[src/rtl/pinport_pkg.sv]
package pinport_pkg;

  // Byte offsets of the register words; software depends on these.
  localparam int unsigned OFS_MODE  = 32'h00;
  localparam int unsigned OFS_OTYPE = 32'h04;
  localparam int unsigned OFS_SPEED = 32'h08;
  localparam int unsigned OFS_PULL  = 32'h0C;
  localparam int unsigned OFS_IN    = 32'h10;
  localparam int unsigned OFS_OUT   = 32'h14;
  localparam int unsigned OFS_SETCLR = 32'h18;
  localparam int unsigned OFS_LOCK  = 32'h1C;
  localparam int unsigned OFS_FNLO  = 32'h20;
  localparam int unsigned OFS_FNHI  = 32'h24;

  localparam int SYNC_DEPTH = 2;

  typedef enum logic [1:0] {
    PM_IN  = 2'd0,
    PM_GPO = 2'd1,
    PM_ALT = 2'd2,
    PM_ANA = 2'd3
  } pin_mode_e;

  typedef enum logic [1:0] {
    PB_NONE = 2'd0,
    PB_UP   = 2'd1,
    PB_DOWN = 2'd2,
    PB_RSVD = 2'd3
  } pin_bias_e;

endpackage

[src/rtl/pinport_regfile.sv]
module pinport_regfile
  import pinport_pkg::*;
#(
  parameter int N      = 16,
  parameter int NFUNC  = 16,
  parameter int ADDR_W = 8,
  parameter int DATA_W = 32,
  localparam int AF_W  = $clog2(NFUNC)
) (
  input  logic                clk,
  input  logic                rst_n,
  input  logic [ADDR_W-1:0]   bus_addr,
  input  logic                bus_we,
  input  logic [DATA_W-1:0]   bus_wdata,
  input  logic [N-1:0]        idr_val,
  output logic [DATA_W-1:0]   bus_rdata,
  output logic [2*N-1:0]      mode_q,
  output logic [N-1:0]        otype_q,
  output logic [2*N-1:0]      speed_q,
  output logic [2*N-1:0]      pull_q,
  output logic [N-1:0]        odr_q,
  output logic [N*AF_W-1:0]   afsel_q
);

  localparam int WORD_W  = ADDR_W - 2;
  localparam int CLR_LSB = DATA_W / 2;

  logic [WORD_W-1:0] word;
  logic              unused_addr_lsbs;
  assign word             = bus_addr[ADDR_W-1:2];
  assign unused_addr_lsbs = ^bus_addr[1:0];

  function automatic logic is_word(input logic [WORD_W-1:0] w, input int unsigned ofs);
    return w == WORD_W'(ofs >> 2);
  endfunction

  logic hit_mode, hit_otype, hit_speed, hit_pull, hit_out, hit_setclr, hit_fnlo, hit_fnhi;
  logic [DATA_W-1:0] fnlo_q, fnhi_q;
  logic [2*DATA_W-1:0] fn_all;

  logic [2*N-1:0]    mode_d, speed_d, pull_d;
  logic [N-1:0]      otype_d, odr_d;
  logic [DATA_W-1:0] fnlo_d, fnhi_d;
  logic              odr_en;

  // Next-state logic
  always_comb begin
    hit_mode   = bus_we && is_word(word, OFS_MODE);
    hit_otype  = bus_we && is_word(word, OFS_OTYPE);
    hit_speed  = bus_we && is_word(word, OFS_SPEED);
    hit_pull   = bus_we && is_word(word, OFS_PULL);
    hit_out    = bus_we && is_word(word, OFS_OUT);
    hit_setclr = bus_we && is_word(word, OFS_SETCLR);
    hit_fnlo   = bus_we && is_word(word, OFS_FNLO);
    hit_fnhi   = bus_we && is_word(word, OFS_FNHI);

    mode_d  = bus_wdata[2*N-1:0];
    speed_d = bus_wdata[2*N-1:0];
    pull_d  = bus_wdata[2*N-1:0];
    otype_d = bus_wdata[N-1:0];
    fnlo_d  = bus_wdata;
    fnhi_d  = bus_wdata;

    odr_en = hit_out || hit_setclr;
    if (hit_out) begin
      odr_d = bus_wdata[N-1:0];
    end else begin
      // clear first, then set, so a set request wins
      odr_d = (odr_q & ~bus_wdata[CLR_LSB +: N]) | bus_wdata[N-1:0];
    end
  end

  // Registers
  always_ff @(posedge clk or negedge rst_n) begin
    if (!rst_n) begin
      mode_q  <= '0;
      otype_q <= '0;
      speed_q <= '0;
      pull_q  <= '0;
      odr_q   <= '0;
      fnlo_q  <= '0;
      fnhi_q  <= '0;
    end else begin
      if (hit_mode)  mode_q  <= mode_d;
      if (hit_otype) otype_q <= otype_d;
      if (hit_speed) speed_q <= speed_d;
      if (hit_pull)  pull_q  <= pull_d;
      if (odr_en)    odr_q   <= odr_d;
      if (hit_fnlo)  fnlo_q  <= fnlo_d;
      if (hit_fnhi)  fnhi_q  <= fnhi_d;
    end
  end

  assign fn_all  = {fnhi_q, fnlo_q};
  assign afsel_q = fn_all[N*AF_W-1:0];

  // Read-back
  always_comb begin
    bus_rdata = '0;
    if (is_word(word, OFS_MODE))       bus_rdata = DATA_W'(mode_q);
    else if (is_word(word, OFS_OTYPE)) bus_rdata = DATA_W'(otype_q);
    else if (is_word(word, OFS_SPEED)) bus_rdata = DATA_W'(speed_q);
    else if (is_word(word, OFS_PULL))  bus_rdata = DATA_W'(pull_q);
    else if (is_word(word, OFS_IN))    bus_rdata = DATA_W'(idr_val);
    else if (is_word(word, OFS_OUT))   bus_rdata = DATA_W'(odr_q);
    else if (is_word(word, OFS_FNLO))  bus_rdata = fnlo_q;
    else if (is_word(word, OFS_FNHI))  bus_rdata = fnhi_q;
  end

  // Set bits are 1 in the latch after a set/clear write
  assert_set_wins_R5: assert property (@(posedge clk) disable iff (!rst_n)
    hit_setclr |=> ((odr_q & $past(bus_wdata[N-1:0])) == $past(bus_wdata[N-1:0])));

  // Clear-only bits are 0 after a set/clear write
  assert_clear_applies_R4: assert property (@(posedge clk) disable iff (!rst_n)
    hit_setclr |=> ((odr_q & $past(bus_wdata[CLR_LSB +: N] & ~bus_wdata[N-1:0])) == '0));

  // Bits named in neither half keep their value
  assert_untouched_hold_R4: assert property (@(posedge clk) disable iff (!rst_n)
    hit_setclr |=> (((odr_q ^ $past(odr_q)) &
                     ~$past(bus_wdata[CLR_LSB +: N] | bus_wdata[N-1:0])) == '0));

  // Write-only and lock words read as zero
  assert_setclr_reads_zero_R6: assert property (@(posedge clk) disable iff (!rst_n)
    (is_word(word, OFS_SETCLR) || is_word(word, OFS_LOCK)) |-> (bus_rdata == '0));

endmodule

[src/rtl/pinport_insync.sv]
module pinport_insync
  import pinport_pkg::*;
#(
  parameter int N = 16
) (
  input  logic         clk,
  input  logic         rst_n,
  input  logic [N-1:0] pin_in,
  input  logic [N-1:0] analog_mask,
  output logic [N-1:0] idr_val
);

  logic [N-1:0] sync_q [SYNC_DEPTH];
  logic [N-1:0] sync_d [SYNC_DEPTH];

  always_comb begin
    sync_d[0] = pin_in;
    for (int s = 1; s < SYNC_DEPTH; s++) sync_d[s] = sync_q[s-1];
  end

  always_ff @(posedge clk or negedge rst_n) begin
    if (!rst_n) begin
      for (int s = 0; s < SYNC_DEPTH; s++) sync_q[s] <= '0;
    end else begin
      for (int s = 0; s < SYNC_DEPTH; s++) sync_q[s] <= sync_d[s];
    end
  end

  assign idr_val = sync_q[SYNC_DEPTH-1] & ~analog_mask;

  // Cycles since reset, saturating, so the latency check never reaches before reset
  logic [1:0] settle_q;
  always_ff @(posedge clk or negedge rst_n) begin
    if (!rst_n)               settle_q <= '0;
    else if (settle_q != 2'd2) settle_q <= settle_q + 2'd1;
  end

  assert_input_latency_R7: assert property (@(posedge clk) disable iff (!rst_n)
    (settle_q == 2'd2) |-> (((idr_val ^ $past(pin_in, 2)) & ~analog_mask) == '0));

endmodule

[src/rtl/pinport_pad.sv]
module pinport_pad
  import pinport_pkg::*;
#(
  parameter int N     = 16,
  parameter int NFUNC = 16,
  localparam int AF_W = $clog2(NFUNC)
) (
  input  logic [2*N-1:0]     mode_q,
  input  logic [N-1:0]       otype_q,
  input  logic [N-1:0]       odr_q,
  input  logic [2*N-1:0]     pull_q,
  input  logic [N*AF_W-1:0]  afsel_q,
  input  logic [N*NFUNC-1:0] alt_in,
  output logic [N-1:0]       pad_oe,
  output logic [N-1:0]       pad_out,
  output logic [N-1:0]       pad_od,
  output logic [N-1:0]       pad_pu,
  output logic [N-1:0]       pad_pd
);

  for (genvar g = 0; g < N; g++) begin : g_pin
    pin_mode_e        mode;
    pin_bias_e        bias;
    logic [AF_W-1:0]  fsel;
    logic [NFUNC-1:0] fvec;
    logic             val;
    logic             drive;

    assign mode = pin_mode_e'(mode_q[2*g +: 2]);
    assign bias = pin_bias_e'(pull_q[2*g +: 2]);
    assign fsel = afsel_q[g*AF_W +: AF_W];
    assign fvec = alt_in[g*NFUNC +: NFUNC];

    always_comb begin
      val   = 1'b0;
      drive = 1'b0;
      case (mode)
        PM_GPO: begin val = odr_q[g];  drive = 1'b1; end
        PM_ALT: begin val = fvec[fsel]; drive = 1'b1; end
        default: begin val = 1'b0;     drive = 1'b0; end
      endcase
    end

    assign pad_out[g] = val;
    assign pad_oe[g]  = drive && (!otype_q[g] || !val);
    assign pad_od[g]  = otype_q[g];
    assign pad_pu[g]  = (bias == PB_UP);
    assign pad_pd[g]  = (bias == PB_DOWN);
  end

endmodule

[src/rtl/pinport_ctrl.sv]
module pinport_ctrl
  import pinport_pkg::*;
#(
  parameter int N      = 16,
  parameter int NFUNC  = 16,
  parameter int ADDR_W = 8,
  parameter int DATA_W = 32
) (
  input  logic                 clk,
  input  logic                 rst_n,
  input  logic [ADDR_W-1:0]    bus_addr,
  input  logic                 bus_we,
  input  logic [DATA_W-1:0]    bus_wdata,
  output logic [DATA_W-1:0]    bus_rdata,
  input  logic [N-1:0]         pin_in,
  input  logic [N*NFUNC-1:0]   alt_in,
  output logic [N-1:0]         pad_oe,
  output logic [N-1:0]         pad_out,
  output logic [N-1:0]         pad_od,
  output logic [N-1:0]         pad_pu,
  output logic [N-1:0]         pad_pd,
  output logic [2*N-1:0]       pad_speed
);

  localparam int AF_W = $clog2(NFUNC);

  logic [2*N-1:0]    mode_q, speed_q, pull_q;
  logic [N-1:0]      otype_q, odr_q, idr_val;
  logic [N*AF_W-1:0] afsel_q;
  logic [N-1:0]      analog_mask, drive_mask;

  always_comb begin
    for (int p = 0; p < N; p++) begin
      analog_mask[p] = (mode_q[2*p +: 2] == PM_ANA);
      drive_mask[p]  = (mode_q[2*p +: 2] == PM_GPO) || (mode_q[2*p +: 2] == PM_ALT);
    end
  end

  pinport_regfile #(.N(N), .NFUNC(NFUNC), .ADDR_W(ADDR_W), .DATA_W(DATA_W)) u_regs (
    .clk       (clk),
    .rst_n     (rst_n),
    .bus_addr  (bus_addr),
    .bus_we    (bus_we),
    .bus_wdata (bus_wdata),
    .idr_val   (idr_val),
    .bus_rdata (bus_rdata),
    .mode_q    (mode_q),
    .otype_q   (otype_q),
    .speed_q   (speed_q),
    .pull_q    (pull_q),
    .odr_q     (odr_q),
    .afsel_q   (afsel_q)
  );

  pinport_insync #(.N(N)) u_sync (
    .clk         (clk),
    .rst_n       (rst_n),
    .pin_in      (pin_in),
    .analog_mask (analog_mask),
    .idr_val     (idr_val)
  );

  pinport_pad #(.N(N), .NFUNC(NFUNC)) u_pad (
    .mode_q  (mode_q),
    .otype_q (otype_q),
    .odr_q   (odr_q),
    .pull_q  (pull_q),
    .afsel_q (afsel_q),
    .alt_in  (alt_in),
    .pad_oe  (pad_oe),
    .pad_out (pad_out),
    .pad_od  (pad_od),
    .pad_pu  (pad_pu),
    .pad_pd  (pad_pd)
  );

  assign pad_speed = speed_q;

  // Pads are enabled only in output or alternate mode
  assert_oe_only_driving_R9: assert property (@(posedge clk) disable iff (!rst_n)
    (pad_oe & ~drive_mask) == '0);

  // An open-drain pad never drives a high level
  assert_od_never_high_R10: assert property (@(posedge clk) disable iff (!rst_n)
    (pad_oe & pad_od & pad_out) == '0);

  // Analog pins read zero in the input word
  assert_analog_reads_zero_R8: assert property (@(posedge clk) disable iff (!rst_n)
    (idr_val & analog_mask) == '0);

  for (genvar g = 0; g < N; g++) begin : g_chk
    // Alternate pins follow the peripheral output picked by their function number
    assert_alt_select_R11: assert property (@(posedge clk) disable iff (!rst_n)
      (mode_q[2*g +: 2] == PM_ALT) |->
        (pad_out[g] == alt_in[g*NFUNC + int'(afsel_q[g*AF_W +: AF_W])]));
    // Output mode reflects the latch bit
    assert_gpo_follows_latch_R9: assert property (@(posedge clk) disable iff (!rst_n)
      (mode_q[2*g +: 2] == PM_GPO) |-> (pad_out[g] == odr_q[g]));
  end

endmodule

[config.mk]
export PLATFORM = sky130hd
export DESIGN_NAME = pinport_ctrl
export DESIGN_NICKNAME = d
export VERILOG_FILES = /design/src/rtl/pinport_pkg.sv /design/src/rtl/pinport_regfile.sv /design/src/rtl/pinport_insync.sv /design/src/rtl/pinport_pad.sv /design/src/rtl/pinport_ctrl.sv
export SDC_FILE = /design/constraint.sdc
export NUM_CORES = 1
export LEC_CHECK = 0
export ABC_AREA = 0
export BUFFER_PORTS_ARGS = -buffer_cell sky130_fd_sc_hd__buf_4
export CORE_MARGIN = 4
export CORE_UTILIZATION = 39
export CTS_BUF_LIST = sky130_fd_sc_hd__clkbuf_4 sky130_fd_sc_hd__clkbuf_8
export DETAILED_ROUTE_END_ITERATION = 7
export PLACE_DENSITY = 0.61
export SETUP_SLACK_MARGIN = 0.5
export SLEW_MARGIN = 25
export SYNTH_ARGS = -nofsm -noshare
export SYNTH_HDL_FRONTEND = slang
export SYNTH_SLANG_ARGS = --single-unit
[constraint.sdc]
create_clock -name clk -period 3.7 [get_ports clk]
set_input_delay 0.185 -clock clk [delete_from_list [all_inputs] [get_ports clk]]
set_output_delay 0.185 -clock clk [all_outputs]
set_load 0.05 [all_outputs]
==> results.yml, run 1 <==
outcome:
  run_status: "complete, no violations"
timing:
  finalHoldViolCount: 0
  slew_headroom_pct: 46.08
  layout_worst_path_cycle_share_pct: 77.80
  setup_total_negative_slack_ns: 0
  finalClockSkew_ns: 0.002061
  timing.fmax_ghz: 0.3474
  max_slew.worst_pin.slew_ns: 0.8076
  rsz_0062_raised_after_global_routing: "no"
  report.final.setup_viol: 0
  slew_viol_final: 0
  final_period_minus_worst_setup_slack_ns: 2.879
cells_and_area:
  filler_cells: 3087
  area_delta_synth_final_pct: 36.49
  proportion_of_layout_cells_with_a_drive_suffix_above_1_pct: 39.45
  multiInputGateArea_sq_mm: 0.007507
  final_cell_mix: "sky130_fd_sc_hd__buf_4 (478), sky130_fd_sc_hd__dfrtp_1 (224), sky130_fd_sc_hd__mux2_1 (136)"
  commonest_non_fill_non_tap_cell_in_the_layout: "sky130_fd_sc_hd__buf_4"
  fin_nets: 2026
  layout_cells_excl_fill: 2146
  post-route-cell-area_sq_mm: 0.01890
  sequential_cell_area_sq_mm: 0.005605
synthesis:
  yosys-mux-area-fraction_pct: 26.70
  synth.net_count: 1545
  synth_top_cell_area_share_pct: 40.49
  yosys_warnings: 0
  area_fraction_in_compound_gates_after_synthesis_pct: 13.69
  synth.top_cells.by_area: "sky130_fd_sc_hd__dfrtp_1 (40%), sky130_fd_sc_hd__mux2_1 (11%), sky130_fd_sc_hd__mux4_2 (7.8%), sky130_fd_sc_hd__ha_1 (4.3%), sky130_fd_sc_hd__mux2_4 (3.3%)"
  synthesis.area_per_instance_sq_um: 11.71
  synth_adder_area_share_pct: 4.338
  yosys.area_share.xor_xnor_pct: 0
  area_share_of_and_or_nand_nor_cells_after_synthesis_pct: 9.390
  synth_top_family_by_area: "multiplexers"
  postSynth.asyncResetShare_pct: 100.0
  yosys.cell_types.count: 52
  syn_inst: 1182
  syn-cell-area_sq_mm: 0.01384
  synthDominantAreaCellType: "sky130_fd_sc_hd__dfrtp_1"
  synth_enable_flop_cells: 0
  synth_sequential_area_ratio_pct: 40.49
  synth_top_flop_cell: "sky130_fd_sc_hd__dfrtp_1"
  postSynthRegisterBits: 224
placed_design:
  dp_hpwl_um: 40560
  placed_cells_incl_taps: 2026
  gp_congestion: 0.8611
  place.port_buffers: 456
  placed_inst_area_sq_mm: 0.01757
floorplanning:
  horizontal_die_dimension_um: 196.4
  core_area_sq_mm: 0.03480
  placement_rows: 68
  dieArea_sq_mm: 0.03858
  initial_core_util_pct: 39.78
  floorplan.io_pins: 459
  die_h_um: 196.4
critical_path:
  crit_type: "flop to primary output"
  worstSetupStartpointType: "flop"
  highest_net_fanout_along_the_worst_path: 7
  cp.arrival_ns: 2.69
  cp_data_required_time_ns: 3.51
  worstSetupEndpointType: "primary output"
power:
  vdd.ir_drop.worst_mv: 0.2235
  total_power_w: 0.008276
  power_leakage_nw: 9.252
  cellPowerDensity_mw_per_mm2: 437.9
global_routing:
  maximum_number_of_pins_on_one_net_before_global_route_repair: 115
  grt_pass1_wl_um: 79320
  number_of_global_route_vias_before_repair: 12911
  number_of_antenna_violations_at_the_first_check_in_global_routing: 2
  grtUsageTotal_pct: 26.76
  globalRouteOverflowTotal: 0
route:
  met3_length_um: 4396
  firstDrtPassIters: 6
  detail_route.iter0.violations: 796
  route.met2.wl_um: 26170
  wl_um: 53570
  drt-wirelength-per-cell_um: 24.96
  drcViolationCount: 0
  route.vias.total: 12222
  drt-vias-per-instance: 5.695
  m1WireLength_um: 21260
  maxUsedRoutingLayer: "met4"
  drt.antenna.violating_nets: 0
clocking:
  tritoncts_num_sinks: 224
  tritoncts.num_buffers: 41
  tritoncts: "built"
  post_cts.repair.setup_buffers: 0
  cts.reportedPaths.clkPinSlew_ns: 0.06
  clock-root-buffer: "sky130_fd_sc_hd__clkbuf_8"
  cts.path.max_buffers: 3
  h-tree-depth: 2
  clk-insertion-delay-late_ns: 0.53
hold_path:
  worstHoldPathType: "primary input to flop"
run:
  maxCapViolCount: 0
[per-stage QoR]
stage               hold slack [ns]  setup WS [ns]  utilization [%]
global route                 0.1866         0.7419            54.29
floorplan                   -0.1106          1.514                -
finish                       0.1798         0.8213            54.30
global placement             0.1767         0.9465            50.50
CTS                          0.1664         0.8211            54.28
detailed placement           0.1743         0.9126            50.50
[flip-flops by register name, indices dropped and copies added (netlist names)]
name and count:
u_regs.fnhi_q 32, u_regs.fnlo_q 32, u_regs.mode_q 32, u_regs.pull_q 32, u_regs.speed_q 32, u_regs.odr_q 16, u_regs.otype_q 16, u_sync.sync_d 16
u_sync.sync_q 16
[routing by layer]
| layer | up-vias | global-route usage, % |
|---|---|---|
| li1 | 5443 | - |
| met1 | 6069 | 33.41 |
| met2 | 609 | 45.89 |
| met3 | 101 | 6.427 |
| met4 | 0 | 8.766 |
| met5 | - | 0 |
[worst paths after layout]
kind	start	end	slack (ns)	cells past startpoint
max	u_regs.fnlo_q[20]$_DFFE_PN0P_	pad_oe[5]	0.82	4
min	bus_we	u_regs.otype_q[14]$_DFFE_PN0P_	0.18	3
max reg2reg	u_regs.fnhi_q[24]$_DFFE_PN0P_	u_regs.fnhi_q[24]$_DFFE_PN0P_	2.69	1
min reg2reg	u_sync.sync_d[5]$_DFF_PN0_	u_sync.sync_q[5]$_DFF_PN0_	0.35	0
max in group asynchronous	rst_n	u_regs.otype_q[5]$_DFFE_PN0P_	2.44	3
min in group asynchronous	rst_n	u_sync.sync_d[11]$_DFF_PN0_	0.20	2
[kinds of logic (layout without fill, tap and decap cells)]
kind of cell / after synthesis / count (layout)
adders and majority gates: 48 / 48
other: 0 / 3
muxes: 274 / 274
DFF: 224 / 224
and+or+nand+nor: 238 / 238
buffers and inverters: 158 / 664
AOI/OAI and AO/OA: 240 / 240
[layout make-up]
type	instances	area share, %
multi-input combinational	800	39.73
tap	455	3.013
sequential	224	29.66
clock buffer	64	4.264
timing repair buffer	530	21.88
clock inverter	4	0.1059
antenna	3	0.03973
inverter	66	1.311
[Yosys cell counts (18+ instances only)]
| library cell | n |
|---|---|
| sky130_fd_sc_hd__buf_4 | 21 |
| sky130_fd_sc_hd__dfrtp_1 | 224 |
| sky130_fd_sc_hd__mux4_2 | 48 |
| sky130_fd_sc_hd__buf_2 | 42 |
| sky130_fd_sc_hd__mux2_1 | 136 |
| sky130_fd_sc_hd__a22o_1 | 25 |
| sky130_fd_sc_hd__nand2_1 | 79 |
| sky130_fd_sc_hd__nor2b_1 | 41 |
| sky130_fd_sc_hd__clkbuf_1 | 25 |
| sky130_fd_sc_hd__mux2_2 | 26 |
| sky130_fd_sc_hd__ha_1 | 48 |
| sky130_fd_sc_hd__a31oi_1 | 18 |
| sky130_fd_sc_hd__o211ai_1 | 26 |
| sky130_fd_sc_hd__nor2_1 | 18 |
| sky130_fd_sc_hd__mux2i_1 | 34 |
| sky130_fd_sc_hd__o21ai_0 | 40 |
| sky130_fd_sc_hd__inv_1 | 65 |
| sky130_fd_sc_hd__nand3_1 | 42 |
| sky130_fd_sc_hd__mux2_4 | 30 |
[where the power goes]
part / switching [W] / internal (W) / leakage, nW / total, W
sequential: 0.000508 / 0.00276 / 2.92 / 0.00327
combinational: 0.00145 / 0.00115 / 5.89 / 0.00261
clock: 0.00103 / 0.00137 / 0.445 / 0.00240
total: 0.00299 / 0.00528 / 9.25 / 0.00828
[critical path: stages (launching register included)]
cell	delay [ns]
sky130_fd_sc_hd__dfrtp_1	0.59
sky130_fd_sc_hd__mux4_2	0.56
sky130_fd_sc_hd__o2111ai_1	0.51
sky130_fd_sc_hd__a41o_1	0.30
sky130_fd_sc_hd__buf_4	0.21
[repair_timing]
| action | 4_1_cts | 5_1_grt |
|---|---|---|
| gates resized for setup | 0 | 0 |
| endpoints found under the hold margin | 270 | 0 |
| hold buffers | 49 | 0 |
No activity file was read; power rests on OpenSTA's default activity.
==> run 2, diff against run 1 <==
--- a/config.mk
+++ b/config.mk
@@ -5,13 +5,13 @@
 export SDC_FILE = /design/constraint.sdc
 export NUM_CORES = 1
 export LEC_CHECK = 0
-export ABC_AREA = 0
+export ABC_AREA = 1
 export BUFFER_PORTS_ARGS = -buffer_cell sky130_fd_sc_hd__buf_4
 export CORE_MARGIN = 4
 export CORE_UTILIZATION = 39
 export CTS_BUF_LIST = sky130_fd_sc_hd__clkbuf_4 sky130_fd_sc_hd__clkbuf_8
 export DETAILED_ROUTE_END_ITERATION = 7
-export PLACE_DENSITY = 0.61
+export PLACE_DENSITY = 0.64
 export SETUP_SLACK_MARGIN = 0.5
 export SLEW_MARGIN = 25
 export SYNTH_ARGS = -nofsm -noshare
==> constraint.sdc (replaced) <==
create_clock -name clk -period 2.42 [get_ports clk]
set_input_delay 0.121 -clock clk [delete_from_list [all_inputs] [get_ports clk]]
set_output_delay 0.121 -clock clk [all_outputs]
set_load 0.05 [all_outputs]
==> results.yml, run 2 <==
outcome:
  run_status: "complete, no violations"
route:
  drcViolationCount: 0
  wl_um: 59020
  drt-vias-per-instance: 5.102
  drt.antenna.violating_nets: 0
  drt-wirelength-per-cell_um: 19.03
  firstDrtPassIters: 5
  detail_route.iter0.violations: 1075
  route.vias.total: 15826
timing:
  setup_total_negative_slack_ns: 0
  slew_viol_final: 0
  finalClockSkew_ns: 0.004669
  finalHoldViolCount: 0
  final_period_minus_worst_setup_slack_ns: 2.178
  layout_worst_path_cycle_share_pct: 90.01
  rsz_0062_raised_after_global_routing: "yes"
  slew_headroom_pct: 55.90
  report.final.setup_viol: 0
  timing.fmax_ghz: 0.4591
  max_slew.worst_pin.slew_ns: 0.6591
clocking:
  tritoncts_num_sinks: 224
  h-tree-depth: 2
  tritoncts.num_buffers: 40
  cts.path.max_buffers: 3
  clk-insertion-delay-late_ns: 0.53
  tritoncts: "built"
  clock-root-buffer: "sky130_fd_sc_hd__clkbuf_8"
  cts.reportedPaths.clkPinSlew_ns: 0.06
cells_and_area:
  layout_cells_excl_fill: 3102
  final_cell_mix: "sky130_fd_sc_hd__nand2_1 (548), sky130_fd_sc_hd__buf_4 (455), sky130_fd_sc_hd__inv_1 (340)"
  area_delta_synth_final_pct: 54.59
  proportion_of_layout_cells_with_a_drive_suffix_above_1_pct: 40.68
  commonest_non_fill_non_tap_cell_in_the_layout: "sky130_fd_sc_hd__nand2_1"
  fin_nets: 2980
  post-route-cell-area_sq_mm: 0.02160
synthesis:
  yosys.cell_count.top_type: "sky130_fd_sc_hd__nand2_1"
  synth.net_count: 2435
  synth_top_cell_area_share_pct: 40.11
  syn-cell-area_sq_mm: 0.01397
  most_common_library_cells_after_synthesis: "sky130_fd_sc_hd__nand2_1 (720), sky130_fd_sc_hd__inv_1 (358), sky130_fd_sc_hd__dfrtp_1 (224), sky130_fd_sc_hd__nand3_1 (178), sky130_fd_sc_hd__o21ai_0 (161)"
  synth_sequential_area_ratio_pct: 40.11
  synth.top_cells.by_area: "sky130_fd_sc_hd__dfrtp_1 (40%), sky130_fd_sc_hd__nand2_1 (19%), sky130_fd_sc_hd__inv_1 (9.6%), sky130_fd_sc_hd__nand3_1 (6.4%), sky130_fd_sc_hd__o21ai_0 (5.8%)"
  postSynthRegisterBits: 224
  synthesis.area_per_instance_sq_um: 6.744
  yosys_warnings: 0
  yosys.cell_types.count: 29
  synthDominantAreaCellType: "sky130_fd_sc_hd__dfrtp_1"
  synth_top_flop_cell: "sky130_fd_sc_hd__dfrtp_1"
  postSynth.asyncResetShare_pct: 100.0
  syn_inst: 2072
  synth_enable_flop_cells: 0
placed_design:
  place.port_buffers: 456
  gp_congestion: 0.9149
  placed_cells_incl_taps: 2927
  dp_hpwl_um: 42640
  placed_inst_area_sq_mm: 0.01786
global_routing:
  grtUsageTotal_pct: 28.29
  number_of_global_route_vias_before_repair: 15493
  number_of_antenna_violations_at_the_first_check_in_global_routing: 0
  maximum_number_of_pins_on_one_net_before_global_route_repair: 64
  globalRouteOverflowTotal: 0
  grt_pass1_wl_um: 86480
floorplanning:
  dieArea_sq_mm: 0.03892
  die_h_um: 197.3
  placement_rows: 69
  initial_core_util_pct: 39.38
  horizontal_die_dimension_um: 197.3
  floorplan.io_pins: 459
  core_area_sq_mm: 0.03548
power:
  power_leakage_nw: 11.22
  total_power_w: 0.01345
  cellPowerDensity_mw_per_mm2: 622.6
  vdd.ir_drop.worst_mv: 0.4577
hold_path:
  worstHoldPathType: "primary input to flop"
critical_path:
  worstSetupStartpointType: "flop"
  crit_type: "flop to primary output"
  worstSetupEndpointType: "primary output"
  cp_data_required_time_ns: 2.30
  highest_net_fanout_along_the_worst_path: 8
  cp.arrival_ns: 2.06
run:
  maxCapViolCount: 0
run 2: cell count changes in the layout (fill, tap and decap cells not counted), sizes merged, moves of 64 or more:
| cell | delta |
|---|---|
| buf | +64 |
| nor2 | +71 |
| mux2 | -192 |
| nand2 | +645 |
| nand3 | +136 |
| o21ai | +174 |
| inv | +298 |
run 2: area by class of cell:
class | instances | area (sq um)
diodes | 1 | 2.502
clock buffers | 62 | 778.2
clock inverters | 3 | 15.01
fillers | 3176 | 13880
inverters | 376 | 1508
multi-input cells | 1384 | 8071
flip-flops and latches | 224 | 5657
well taps | 461 | 576.8
repair buffers | 584 | 4947
repair inverters | 7 | 46.29
run 2: critical path, stage by stage (launching register included):
cell	delay, ns
sky130_fd_sc_hd__dfrtp_2	0.50
sky130_fd_sc_hd__clkinv_4	0.13
sky130_fd_sc_hd__nand2_2	0.07
sky130_fd_sc_hd__nand2_1	0.05
sky130_fd_sc_hd__nand2_1	0.08
sky130_fd_sc_hd__nand3_2	0.07
sky130_fd_sc_hd__nand2_2	0.08
sky130_fd_sc_hd__nand2_2	0.06
sky130_fd_sc_hd__nand3_4	0.11
sky130_fd_sc_hd__nand2_2	0.06
sky130_fd_sc_hd__a21oi_2	0.15
sky130_fd_sc_hd__buf_6	0.18
run 2: metrics by stage:
stage	setup WS, ns	util (%)	hold slack [ns]
after floorplan	0.6882	-	-0.1746
after global placement	0.3023	50.32	0.03018
after detailed placement	0.2128	50.32	0.03325
after CTS	0.2256	57.85	0.01095
after global routing	0.1162	60.87	0.03104
final	0.2418	60.88	0.04789
run 2: layer usage:
layer	track usage [%]	up-vias	wire (um)
met2	48.29	642	28670
met3	5.731	125	4723
met4	8.757	0	1982
met1	36.27	7512	23640
li1	-	7547	-
met5	0	-	0
run 2: logic make-up (layout without fill, tap and decap cells):
| logic type | after synthesis | count (layout) | synth area share [%] |
|---|---|---|---|
| and+or+nand+nor | 1015 | 1015 | 29.97 |
| adders and majority gates | 48 | 48 | 4.298 |
| other | 0 | 1 | 0 |
| buffers and inverters | 464 | 1032 | 13.29 |
| DFF | 224 | 224 | 40.11 |
| AOI/OAI and AO/OA | 321 | 321 | 12.33 |
run 2: report_power, final:
part / total, W / switching, W / leakage, nW / internal [W]
Combinational: 0.00502 / 0.00310 / 7.92 / 0.00192
Sequential: 0.00485 / 0.000619 / 2.87 / 0.00423
Clock: 0.00358 / 0.00155 / 0.426 / 0.00202
run 2: worst paths after layout:
kind / startpoint / end / slack, ns / depth (start not counted)
worst min register to register: u_sync.sync_d[0]$_DFF_PN0_ / u_sync.sync_q[0]$_DFF_PN0_ / 0.34 / 0
max in group asynchronous: rst_n / u_regs.fnlo_q[28]$_DFFE_PN0P_ / 1.48 / 3
worst max register to register: u_regs.fnlo_q[12]$_DFFE_PN0P_ / u_regs.fnlo_q[12]$_DFFE_PN0P_ / 1.41 / 4
worst min-delay path: bus_wdata[24] / u_regs.pull_q[24]$_DFFE_PN0P_ / 0.05 / 3
min in group asynchronous: rst_n / u_sync.sync_d[8]$_DFF_PN0_ / 0.07 / 2
worst max-delay path: u_regs.fnlo_q[24]$_DFFE_PN0P_ / pad_oe[6] / 0.24 / 11
run 2: what timing repair did:
item	CTS	global route
pin swaps	157	185
endpoints found under the setup margin	53	59
gates cloned	2	6
gates resized for setup	318	254
hold buffers	38	0
setup buffers	42	21
hold endpoints to repair	320	0
